[config.mk]
export PLATFORM = sky130hd
export DESIGN_NAME = evt_collector
export DESIGN_NICKNAME = d
export VERILOG_FILES = /design/src/rtl/evt_pkg.sv /design/src/rtl/evt_acc_queue.sv /design/src/rtl/evt_tok_timer.sv /design/src/rtl/evt_word_fmt.sv /design/src/rtl/evt_collector.sv
export SDC_FILE = /design/constraint.sdc
export NUM_CORES = 1
export LEC_CHECK = 0
export CORE_MARGIN = 4
export CORE_UTILIZATION = 45
export CTS_CLUSTER_SIZE = 14
export DETAILED_ROUTE_END_ITERATION = 16
export GPL_ROUTABILITY_DRIVEN = 0
export PLACE_DENSITY = 0.81
export SYNTH_ARGS = -nofsm -noshare
export SYNTH_HDL_FRONTEND = slang
export SYNTH_SLANG_ARGS = --single-unit
[constraint.sdc]
create_clock -name clk -period 4.5 [get_ports clk]
set_input_delay 1.35 -clock clk [delete_from_list [all_inputs] [get_ports clk]]
set_output_delay 1.35 -clock clk [all_outputs]
set_load 0.01 [all_outputs]
[src/rtl/evt_pkg.sv]
package evt_pkg;

    typedef enum logic [1:0] {
        ST_IDLE  = 2'd0,
        ST_HEAD  = 2'd1,
        ST_SRC   = 2'd2,
        ST_TRAIL = 2'd3
    } evt_state_e;

    // Output word tags in the two top bits
    localparam logic [1:0] TAG_TRL  = 2'b00;
    localparam logic [1:0] TAG_MULT = 2'b01;
    localparam logic [1:0] TAG_CAND = 2'b10;
    localparam logic [1:0] TAG_HEAD = 2'b11;

    // Tag a board places in the top two bits of its header word
    localparam logic [1:0] BUS_HDR_TAG = 2'b10;

endpackage

[src/rtl/evt_acc_queue.sv]
module evt_acc_queue #(
    parameter int W     = 12,
    parameter int DEPTH = 4
) (
    input  logic         clk,
    input  logic         rst_n,
    input  logic         push,
    input  logic [W-1:0] din,
    input  logic         pop,
    output logic [W-1:0] dout,
    output logic         empty
);
    localparam int AW = (DEPTH > 1) ? $clog2(DEPTH) : 1;
    localparam int CW = $clog2(DEPTH + 1);

    typedef struct packed {
        logic [DEPTH-1:0][W-1:0] mem;
        logic [AW-1:0]           rd;
        logic [AW-1:0]           wr;
        logic [CW-1:0]           cnt;
    } q_t;

    q_t q_d, q_q;
    logic full, do_push, do_pop;

    assign full    = (q_q.cnt == CW'(DEPTH));
    assign empty   = (q_q.cnt == '0);
    assign do_push = push && !full;
    assign do_pop  = pop && !empty;
    assign dout    = q_q.mem[q_q.rd];

    always_comb begin
        q_d = q_q;
        if (do_push) begin
            q_d.mem[q_q.wr] = din;
            q_d.wr = (q_q.wr == AW'(DEPTH - 1)) ? '0 : q_q.wr + 1'b1;
        end
        if (do_pop) begin
            q_d.rd = (q_q.rd == AW'(DEPTH - 1)) ? '0 : q_q.rd + 1'b1;
        end
        case ({do_push, do_pop})
            2'b10:   q_d.cnt = q_q.cnt + 1'b1;
            2'b01:   q_d.cnt = q_q.cnt - 1'b1;
            default: q_d.cnt = q_q.cnt;
        endcase
    end

    always_ff @(posedge clk) begin
        if (!rst_n) q_q <= '0;
        else        q_q <= q_d;
    end

endmodule

[src/rtl/evt_tok_timer.sv]
module evt_tok_timer #(
    parameter int CW = 16
) (
    input  logic          clk,
    input  logic          rst_n,
    input  logic          clr,
    input  logic          en,
    input  logic [CW-1:0] limit,
    output logic          expired
);
    logic [CW-1:0] cnt_d, cnt_q;

    // cnt_q holds the non-stalled cycles already spent with the token
    assign expired = (cnt_q == limit - 1'b1);

    always_comb begin
        cnt_d = cnt_q;
        if (clr)     cnt_d = '0;
        else if (en) cnt_d = cnt_q + 1'b1;
    end

    always_ff @(posedge clk) begin
        if (!rst_n) cnt_q <= '0;
        else        cnt_q <= cnt_d;
    end

endmodule

[src/rtl/evt_word_fmt.sv]
module evt_word_fmt
    import evt_pkg::*;
#(
    parameter int BUS_W  = 36,
    parameter int OUT_W  = 40,
    parameter int BCID_W = 12,
    parameter int NS     = 17,
    parameter int SRC_W  = 4
) (
    input  logic [BCID_W-1:0] bcid,
    input  logic [BUS_W-1:0]  bus,
    input  logic [SRC_W-1:0]  cand_src,
    input  logic [NS-1:0]     tmo,
    input  logic [NS-1:0]     mis,
    output logic [OUT_W-1:0]  hdr_w,
    output logic [OUT_W-1:0]  mult_w,
    output logic [OUT_W-1:0]  cand_w,
    output logic [OUT_W-1:0]  trl_w
);
    always_comb begin
        hdr_w = '0;
        hdr_w[OUT_W-1 -: 2]  = TAG_HEAD;
        hdr_w[BCID_W-1:0]    = bcid;

        mult_w = '0;
        mult_w[OUT_W-1 -: 2] = TAG_MULT;
        mult_w[BUS_W-1:0]    = bus;

        // Candidate words trade the bus tag bits for the source number
        cand_w = '0;
        cand_w[OUT_W-1 -: 2]     = TAG_CAND;
        cand_w[OUT_W-3 -: SRC_W] = cand_src;
        cand_w[BUS_W-3:0]        = bus[BUS_W-3:0];

        trl_w = '0;
        trl_w[OUT_W-1 -: 2]  = TAG_TRL;
        trl_w[OUT_W-3]       = |{tmo, mis};
        trl_w[NS-1:0]        = tmo;
        trl_w[2*NS-1:NS]     = mis;
    end

endmodule

[src/rtl/evt_collector.sv]
module evt_collector
    import evt_pkg::*;
#(
    parameter int N_SRC      = 16,
    parameter int BUS_W      = 36,
    parameter int OUT_W      = 40,
    parameter int BCID_W     = 12,
    parameter int TMO_W      = 16,
    parameter int PEND_DEPTH = 4
) (
    input  logic               clk,
    input  logic               rst_n,
    input  logic               accept_i,
    input  logic [BCID_W-1:0]  bcid_i,
    input  logic [TMO_W-1:0]   timeout_cfg_i,
    output logic [N_SRC:0]     tok_o,
    input  logic               tok_ret_i,
    input  logic [BUS_W-1:0]   bus_data_i,
    input  logic               bus_vld_i,
    output logic               stall_o,
    output logic [OUT_W-1:0]   fifo_data_o,
    output logic               fifo_wr_o,
    input  logic               fifo_full_i,
    output logic               err_o
);
    localparam int NS     = N_SRC + 1;
    localparam int SIDX_W = $clog2(NS);
    localparam int SRC_W  = $clog2(N_SRC);

    typedef struct packed {
        evt_state_e        st;
        logic [SIDX_W-1:0] idx;
        logic [BCID_W-1:0] bcid;
        logic              hdr_seen;
        logic [NS-1:0]     tmo;
        logic [NS-1:0]     mis;
        logic              out_vld;
        logic [OUT_W-1:0]  out;
        logic              err;
    } ctl_t;

    ctl_t s_d, s_q;

    logic              can_load, in_src, word_take, hdr_ok, src_end;
    logic              q_pop, q_empty, tmr_exp;
    logic [BCID_W-1:0] q_bcid;
    logic [SRC_W-1:0]  cand_k;
    logic [OUT_W-1:0]  hdr_w, mult_w, cand_w, trl_w;

    evt_acc_queue #(.W(BCID_W), .DEPTH(PEND_DEPTH)) u_queue (
        .clk   (clk),
        .rst_n (rst_n),
        .push  (accept_i),
        .din   (bcid_i),
        .pop   (q_pop),
        .dout  (q_bcid),
        .empty (q_empty)
    );

    evt_tok_timer #(.CW(TMO_W)) u_timer (
        .clk     (clk),
        .rst_n   (rst_n),
        .clr     (!in_src || src_end),
        .en      (in_src && can_load),
        .limit   (timeout_cfg_i),
        .expired (tmr_exp)
    );

    evt_word_fmt #(
        .BUS_W(BUS_W), .OUT_W(OUT_W), .BCID_W(BCID_W), .NS(NS), .SRC_W(SRC_W)
    ) u_fmt (
        .bcid     (s_q.bcid),
        .bus      (bus_data_i),
        .cand_src (cand_k),
        .tmo      (s_q.tmo),
        .mis      (s_q.mis),
        .hdr_w    (hdr_w),
        .mult_w   (mult_w),
        .cand_w   (cand_w),
        .trl_w    (trl_w)
    );

    // Single output holding stage toward the FIFO
    assign can_load    = !s_q.out_vld || !fifo_full_i;
    assign stall_o     = !can_load;
    assign fifo_wr_o   = s_q.out_vld && !fifo_full_i;
    assign fifo_data_o = s_q.out;
    assign err_o       = s_q.err;

    assign in_src    = (s_q.st == ST_SRC);
    assign word_take = in_src && bus_vld_i && can_load;
    assign hdr_ok    = (bus_data_i[BUS_W-1 -: 2] == BUS_HDR_TAG) &&
                       (bus_data_i[BCID_W-1:0] == s_q.bcid);
    assign src_end   = in_src && (tok_ret_i || (tmr_exp && can_load));
    assign cand_k    = SRC_W'(s_q.idx - 1'b1);

    for (genvar g = 0; g < NS; g++) begin : g_tok
        assign tok_o[g] = in_src && (s_q.idx == SIDX_W'(g));
    end

    always_comb begin
        s_d   = s_q;
        q_pop = 1'b0;
        if (fifo_wr_o) s_d.out_vld = 1'b0;

        case (s_q.st)
            ST_IDLE: begin
                if (!q_empty) begin
                    q_pop    = 1'b1;
                    s_d.bcid = q_bcid;
                    s_d.tmo  = '0;
                    s_d.mis  = '0;
                    s_d.st   = ST_HEAD;
                end
            end
            ST_HEAD: begin
                if (can_load) begin
                    s_d.out      = hdr_w;
                    s_d.out_vld  = 1'b1;
                    s_d.idx      = '0;
                    s_d.hdr_seen = 1'b0;
                    s_d.st       = ST_SRC;
                end
            end
            ST_SRC: begin
                if (word_take) begin
                    if (!s_q.hdr_seen) begin
                        s_d.hdr_seen = 1'b1;
                        if (!hdr_ok) s_d.mis[s_q.idx] = 1'b1;
                    end else begin
                        s_d.out     = (s_q.idx == '0) ? mult_w : cand_w;
                        s_d.out_vld = 1'b1;
                    end
                end
                if (src_end) begin
                    if (tok_ret_i) begin
                        if (!s_q.hdr_seen && !word_take) s_d.mis[s_q.idx] = 1'b1;
                    end else begin
                        s_d.tmo[s_q.idx] = 1'b1;
                    end
                    s_d.hdr_seen = 1'b0;
                    if (s_q.idx == SIDX_W'(NS - 1)) s_d.st = ST_TRAIL;
                    else                            s_d.idx = s_q.idx + 1'b1;
                end
            end
            ST_TRAIL: begin
                if (can_load) begin
                    s_d.out     = trl_w;
                    s_d.out_vld = 1'b1;
                    s_d.err     = |{s_q.tmo, s_q.mis};
                    s_d.st      = ST_IDLE;
                end
            end
            default: s_d.st = ST_IDLE;
        endcase
    end

    always_ff @(posedge clk) begin
        if (!rst_n) s_q <= '0;
        else        s_q <= s_d;
    end

endmodule

==> impl_metrics.tcl, run 1 <==
set metrics [dict create \
    synthArstFlopShare 0 \
    r2r_slack_ps 1700 \
    postCtsSetupBuffers 0 \
    cts_tree "done" \
    vdd_drop_max_uv 422.5 \
    status "finished clean" \
    die_area_um2 20440 \
    worstHoldStart "u_queue.q_q[32]" \
    grt_pass1_vias 6925 \
    power.leakage_nw 3.606 \
    final_common_cell "nand2_1" \
    drive_above_1_share 0.07514 \
    syn_area_um2 8199 \
    antennaDiodeCount 0 \
    pin_count 130 \
    worst_slew_pin_slew_ps 919.3 \
    hp-class "flop to flop" \
    cp-end-kind "flop" \
    arrival_ps 4460 \
    max_clock_freq_ghz 0.2422 \
    yosys-top-cells-area "dfxtp_1, nand2_1, a21oi_1" \
    multi_input_area_um2 4224 \
    clock-sinks 167 \
    period_needed_ps 4128 \
    routed_wl_um 21590 \
    criticalPathCategory "input port to flop" \
    grt_pass1_wl_um 34360 \
    start_util 0.4564 \
    final_antenna_net_count 0 \
    grt.total_usage 0.2055 \
    synth_ff_type "dfxtp_1" \
    fin_total_pwr_mw 5.477 \
    power.density_nw_per_um2 542.4 \
    final_nets 1155 \
    final_cell_area_um2 10100 \
    die_h_um 143.0 \
    reg2reg_to "fifo_data_o[33]" \
    htreeDepth 4 \
    startpoint_type "input port" \
    cap_violations 0 \
    reg2reg_from "s_q[94]" \
    syn_inst 993 \
    syn2layout_area_growth_pct 23.16 \
    synth-seq-cells 167 \
    hold_depth 2 \
    yosys_warnings 0 \
    synth_cell_types 51 \
    fin_crit_sh 0.9174 \
    avgSynthCellArea_um2 8.257 \
    min_to "u_queue.q_q[32]" \
    dr.first_iter.drc_count 793 \
    numPortBuffers 129 \
    final_cell_mix "nand2_1, dfxtp_1, clkdlybuf4s50_1" \
    placed_area_um2 9452 \
    first_pass_iters 7 \
    ys_seq_area_frac 0.4078 \
    cp.required_ps 4830 \
    post-route-util 0.5622 \
    syn-num-nets 1083 \
    grt_start_max_net_pins 53 \
    viasPerCell 5.702 \
    wl_per_cell_um 16.52 \
    rows 49 \
    nFillCells 1561 \
    register_area_um2 3343 \
    reg2regPathDepth 7 \
    clkTransAtPathRegs_ps 60 \
    slew_violations 0 \
    die_width_um 143.0 \
    synth_top_area_frac 0.4078 \
    gr-total-overflow 0 \
    cp_max_fo 17 \
    setup_viol 0 \
    vias 7452 \
    antenna_found_initial 1 \
    synth_edf_count 0 \
    drc 0 \
    fin_skew_ps 8.962 \
    clkLatencyLatePin_ps 430 \
    yosysTopAreaCell "dfxtp_1" \
    numCtsBuffers 17 \
    finalHoldViolations 0 \
    core_region_area_um2 17960 \
    rsz0062_at_grt "false" \
    hpwl_um 15350 \
    slew_headroom 0.3863 \
    cts_root_buf "clkbuf_16" \
    clk_path_buf_depth 2 \
]
==> metal layers <==
layer,GRT usage,vias to the layer above,share of wire
li1,-,3602,-
met3,0.04889,43,0.076
met1,0.2574,3521,0.41
met2,0.3499,284,0.49
met5,0,-,0.00037
met4,0.06603,2,0.020
==> stage by stage <==
stage               setup WS (ps)  TNS [ps]  hold slack, ps  std cells
floorplan                   178.0         0           432.3        993
global placement            45.61         0           438.5       1275
detailed placement         -85.67    -435.9           446.7       1275
CTS                         340.8         0           455.6       1307
global route                92.17         0           472.3       1307
finish                      371.6         0           452.9       1307
==> cells in the mapped netlist, types with 11 or more instances <==
master and count:
nor3_1 40, and3_1 23, clkbuf_1 59, a31oi_1 16, xnor2_1 25, mux4_2 12, a21oi_1 75, nand2_1 177
nor2_1 97, a222oi_1 12, and2_1 12, dfxtp_1 167, inv_1 24, xor2_1 27, buf_4 40, ha_1 19
nand3_1 13, a221oi_1 23, nand4_1 12, nor4_1 12, a211oi_1 17, o21ai_1 11
==> what timing repair did <==
action                     in CTS  in global routing
gates resized for setup         0                  1
hold buffers                    0                  0
setup endpoints to repair       0                  5
hold endpoints to repair        0                  0
==> where the power goes <==
group	switching, mW	internal (mW)
clock network	0.610	0.969
logic	1.12	0.862
registers	0.183	1.73
==> cell type report <==
type                       count  area share
multi-input combinational    697      0.4183
sequential                   167      0.3311
timing repair buffer         158      0.1494
clock buffer                  20     0.04522
tap                          229     0.02837
clock inverter                12     0.01871
inverter                      24    0.008921
==> state kept, by name, summed over array words and instances, names as in the netlist <==
signal and cells:
s_q 55, u_timer.cnt_q 16, u_queue.q_q 55, fifo_data_o 40, err_o 1
==> worst max path at each step <==
stage               depth (start not counted)  slack, ps       to        startpoint
floorplan                                  14        180  s_q[70]  timeout_cfg_i[0]
global placement                           11         50  s_q[69]  timeout_cfg_i[1]
detailed placement                         11        -90  s_q[64]  timeout_cfg_i[1]
CTS                                        11        340  s_q[64]  timeout_cfg_i[1]
global route                               11         90  s_q[64]  timeout_cfg_i[1]
finish                                     11        370  s_q[64]  timeout_cfg_i[1]
==> cell families after synthesis <==
| group | count (synthesis) | synth area share |
|---|---|---|
| AOI/OAI and AO/OA | 192 | 0.1576 |
| xor gates and xnor gates | 52 | 0.05555 |
| adders and majority gates | 20 | 0.03144 |
| buffers and inverters | 129 | 0.07874 |
| DFF | 167 | 0.4078 |
| muxes | 19 | 0.04151 |
| and+or+nand+nor | 414 | 0.2274 |
==> critical path, cell delays in order <==
cell and delay, ps:
clkdlybuf4s50_1 490, inv_1 70, ha_1 220, or3_1 350, nor3_1 200, o311ai_0 170, a2111oi_1 550, nand4_2 180
or4_1 420, buf_4 210, o31ai_1 220
Power figures use the tool's default switching activity.
==> inputs of run 2 (changes only) <==
Settings changed: CORE_MARGIN 4 to not set.
==> impl_metrics.tcl, run 2 (same netlist as run 1, synthesis figures left out) <==
set metrics [dict create \
    power_frac_seq 0.353 \
    nFillCells 1522 \
    cts_root_buf "clkbuf_16" \
    vdd_drop_max_uv 397.3 \
    setup_viol 0 \
    p_clk_frac 0.280 \
    fin_skew_ps 7.797 \
    clkTransAtPathRegs_ps 60 \
    max_clock_freq_ghz 0.2427 \
    cp.required_ps 4830 \
    net-switching-power_mw 1.912 \
    netSwitchingFraction 0.3522 \
    startpoint_type "input port" \
    hp-class "flop to flop" \
    syn2layout_area_growth_pct 22.78 \
    cap_violations 0 \
    power.density_nw_per_um2 539.2 \
    multi_input_area_um2 4224 \
    htreeDepth 4 \
    die_area_um2 18760 \
    slew_violations 0 \
    drive_above_1_share 0.07163 \
    start_util 0.4675 \
    wl_per_cell_um 16.52 \
    die_h_um 137.0 \
    cp_max_fo 17 \
    worst_slew_pin_slew_ps 1042 \
    postCtsSetupBuffers 0 \
    pin_count 130 \
    arrival_ps 4450 \
    drc 0 \
    core_region_area_um2 17540 \
    final_cell_mix "nand2_1, dfxtp_1, clkdlybuf4s50_1" \
    die_width_um 137.0 \
    gr-total-overflow 0 \
    fin_total_pwr_mw 5.428 \
    layoutNonFillerInstCount 1300 \
    grt_start_max_net_pins 79 \
    numCtsBuffers 17 \
    post-route-util 0.5741 \
    fin_tns_setup_ps 0 \
    clock-sinks 167 \
    cp-end-kind "flop" \
    grt.total_usage 0.2338 \
    grt_pass1_wl_um 34220 \
    slew_headroom 0.3055 \
    period_needed_ps 4121 \
    place_inst 1268 \
    finalHoldViolations 0 \
    status "finished clean" \
    numPortBuffers 129 \
    power.leakage_nw 3.595 \
    internal-power_mw 3.517 \
    place_ws_ps -122.0 \
    clkLatencyLatePin_ps 430 \
    dr.first_iter.drc_count 810 \
    cts_tree "done" \
    antenna_found_initial 0 \
    grt_pass1_vias 7077 \
    antennaDiodeCount 0 \
    rsz0062_at_grt "false" \
    clk_path_buf_depth 2 \
    final_nets 1152 \
    criticalPathCategory "input port to flop" \
    vias 7426 \
    fin_crit_sh 0.9157 \
    hpwl_um 15170 \
    register_area_um2 3343 \
    routed_wl_um 21480 \
    final.setup.worst_slack_ps 379.4 \
    p_comb_frac 0.367 \
    final_antenna_net_count 0 \
    viasPerCell 5.712 \
    final_common_cell "nand2_1" \
    first_pass_iters 6 \
    rows 48 \
]
## run 2: cell types whose count changed in the layout (fill, tap and decap cells not counted)
| cell | previous run | this run |
|---|---|---|
| buf_12 | 0 | 2 |
| inv_6 | 3 | 2 |
| clkbuf_8 | 2 | 3 |
| clkinvlp_4 | 3 | 1 |
| buf_4 | 29 | 24 |
| clkbuf_1 | 1 | 2 |
| clkinv_2 | 0 | 2 |
| inv_8 | 1 | 0 |
| bufinv_16 | 4 | 3 |
| clkinv_4 | 1 | 2 |
## run 2: power groups by stage
stage	registers [mW]	logic, mW	clock network (mW)
floorplan	1.87	1.47	0
global placement	1.93	1.92	0
detailed placement	1.95	1.97	0
CTS	1.92	1.98	1.53
global route	1.95	2.20	1.60
finish	1.91	1.99	1.52
## run 2: layout make-up
cell class / count / share of cell area
sequential: 167 / 0.3321
clock inverter: 10 / 0.01417
inverter: 24 / 0.008949
clock buffer: 22 / 0.04710
multi-input combinational: 697 / 0.4196
timing repair buffer: 155 / 0.1501
tap: 225 / 0.02796
## run 2: routing by layer
layer	part of all wire	routed length [um]	global-route usage
met3	0.072	1536	0.05889
met5	0	0	0
met1	0.42	8931	0.2810
met2	0.48	10400	0.3886
met4	0.029	617	0.1117
## run 2: worst paths after layout
kind | startpoint | to | slack (ps) | cells past startpoint
setup / recovery | timeout_cfg_i[0] | s_q[68] | 380 | 11
hold reg to reg | u_queue.q_q[41] | u_queue.q_q[41] | 450 | 2
hold / removal | u_queue.q_q[41] | u_queue.q_q[41] | 450 | 2
setup reg to reg | s_q[94] | fifo_data_o[39] | 1250 | 8
## run 2: worst max-delay path: stages
cell and delay [ps]:
clkdlybuf4s50_1 430, inv_1 90, ha_1 200, or3b_1 410
or4_1 410, a211o_1 310, a32oi_2 190, nand4_2 160
or4_1 440, buf_4 220, o31ai_1 230
## run 2: timing repair
item | 4_1_cts | 5_1_grt
endpoints found under the setup margin | 0 | 6
resized for setup | 0 | 1
hold buffers | 0 | 0
## run 2: metrics by stage
stage                     hold WS (ps)  cell area, um2
final                            454.2           10070
after global routing             468.9           10070
after CTS                        455.3           10070
after detailed placement         445.3            9449
after global placement           438.8            9449
after floorplan                  432.3            8199
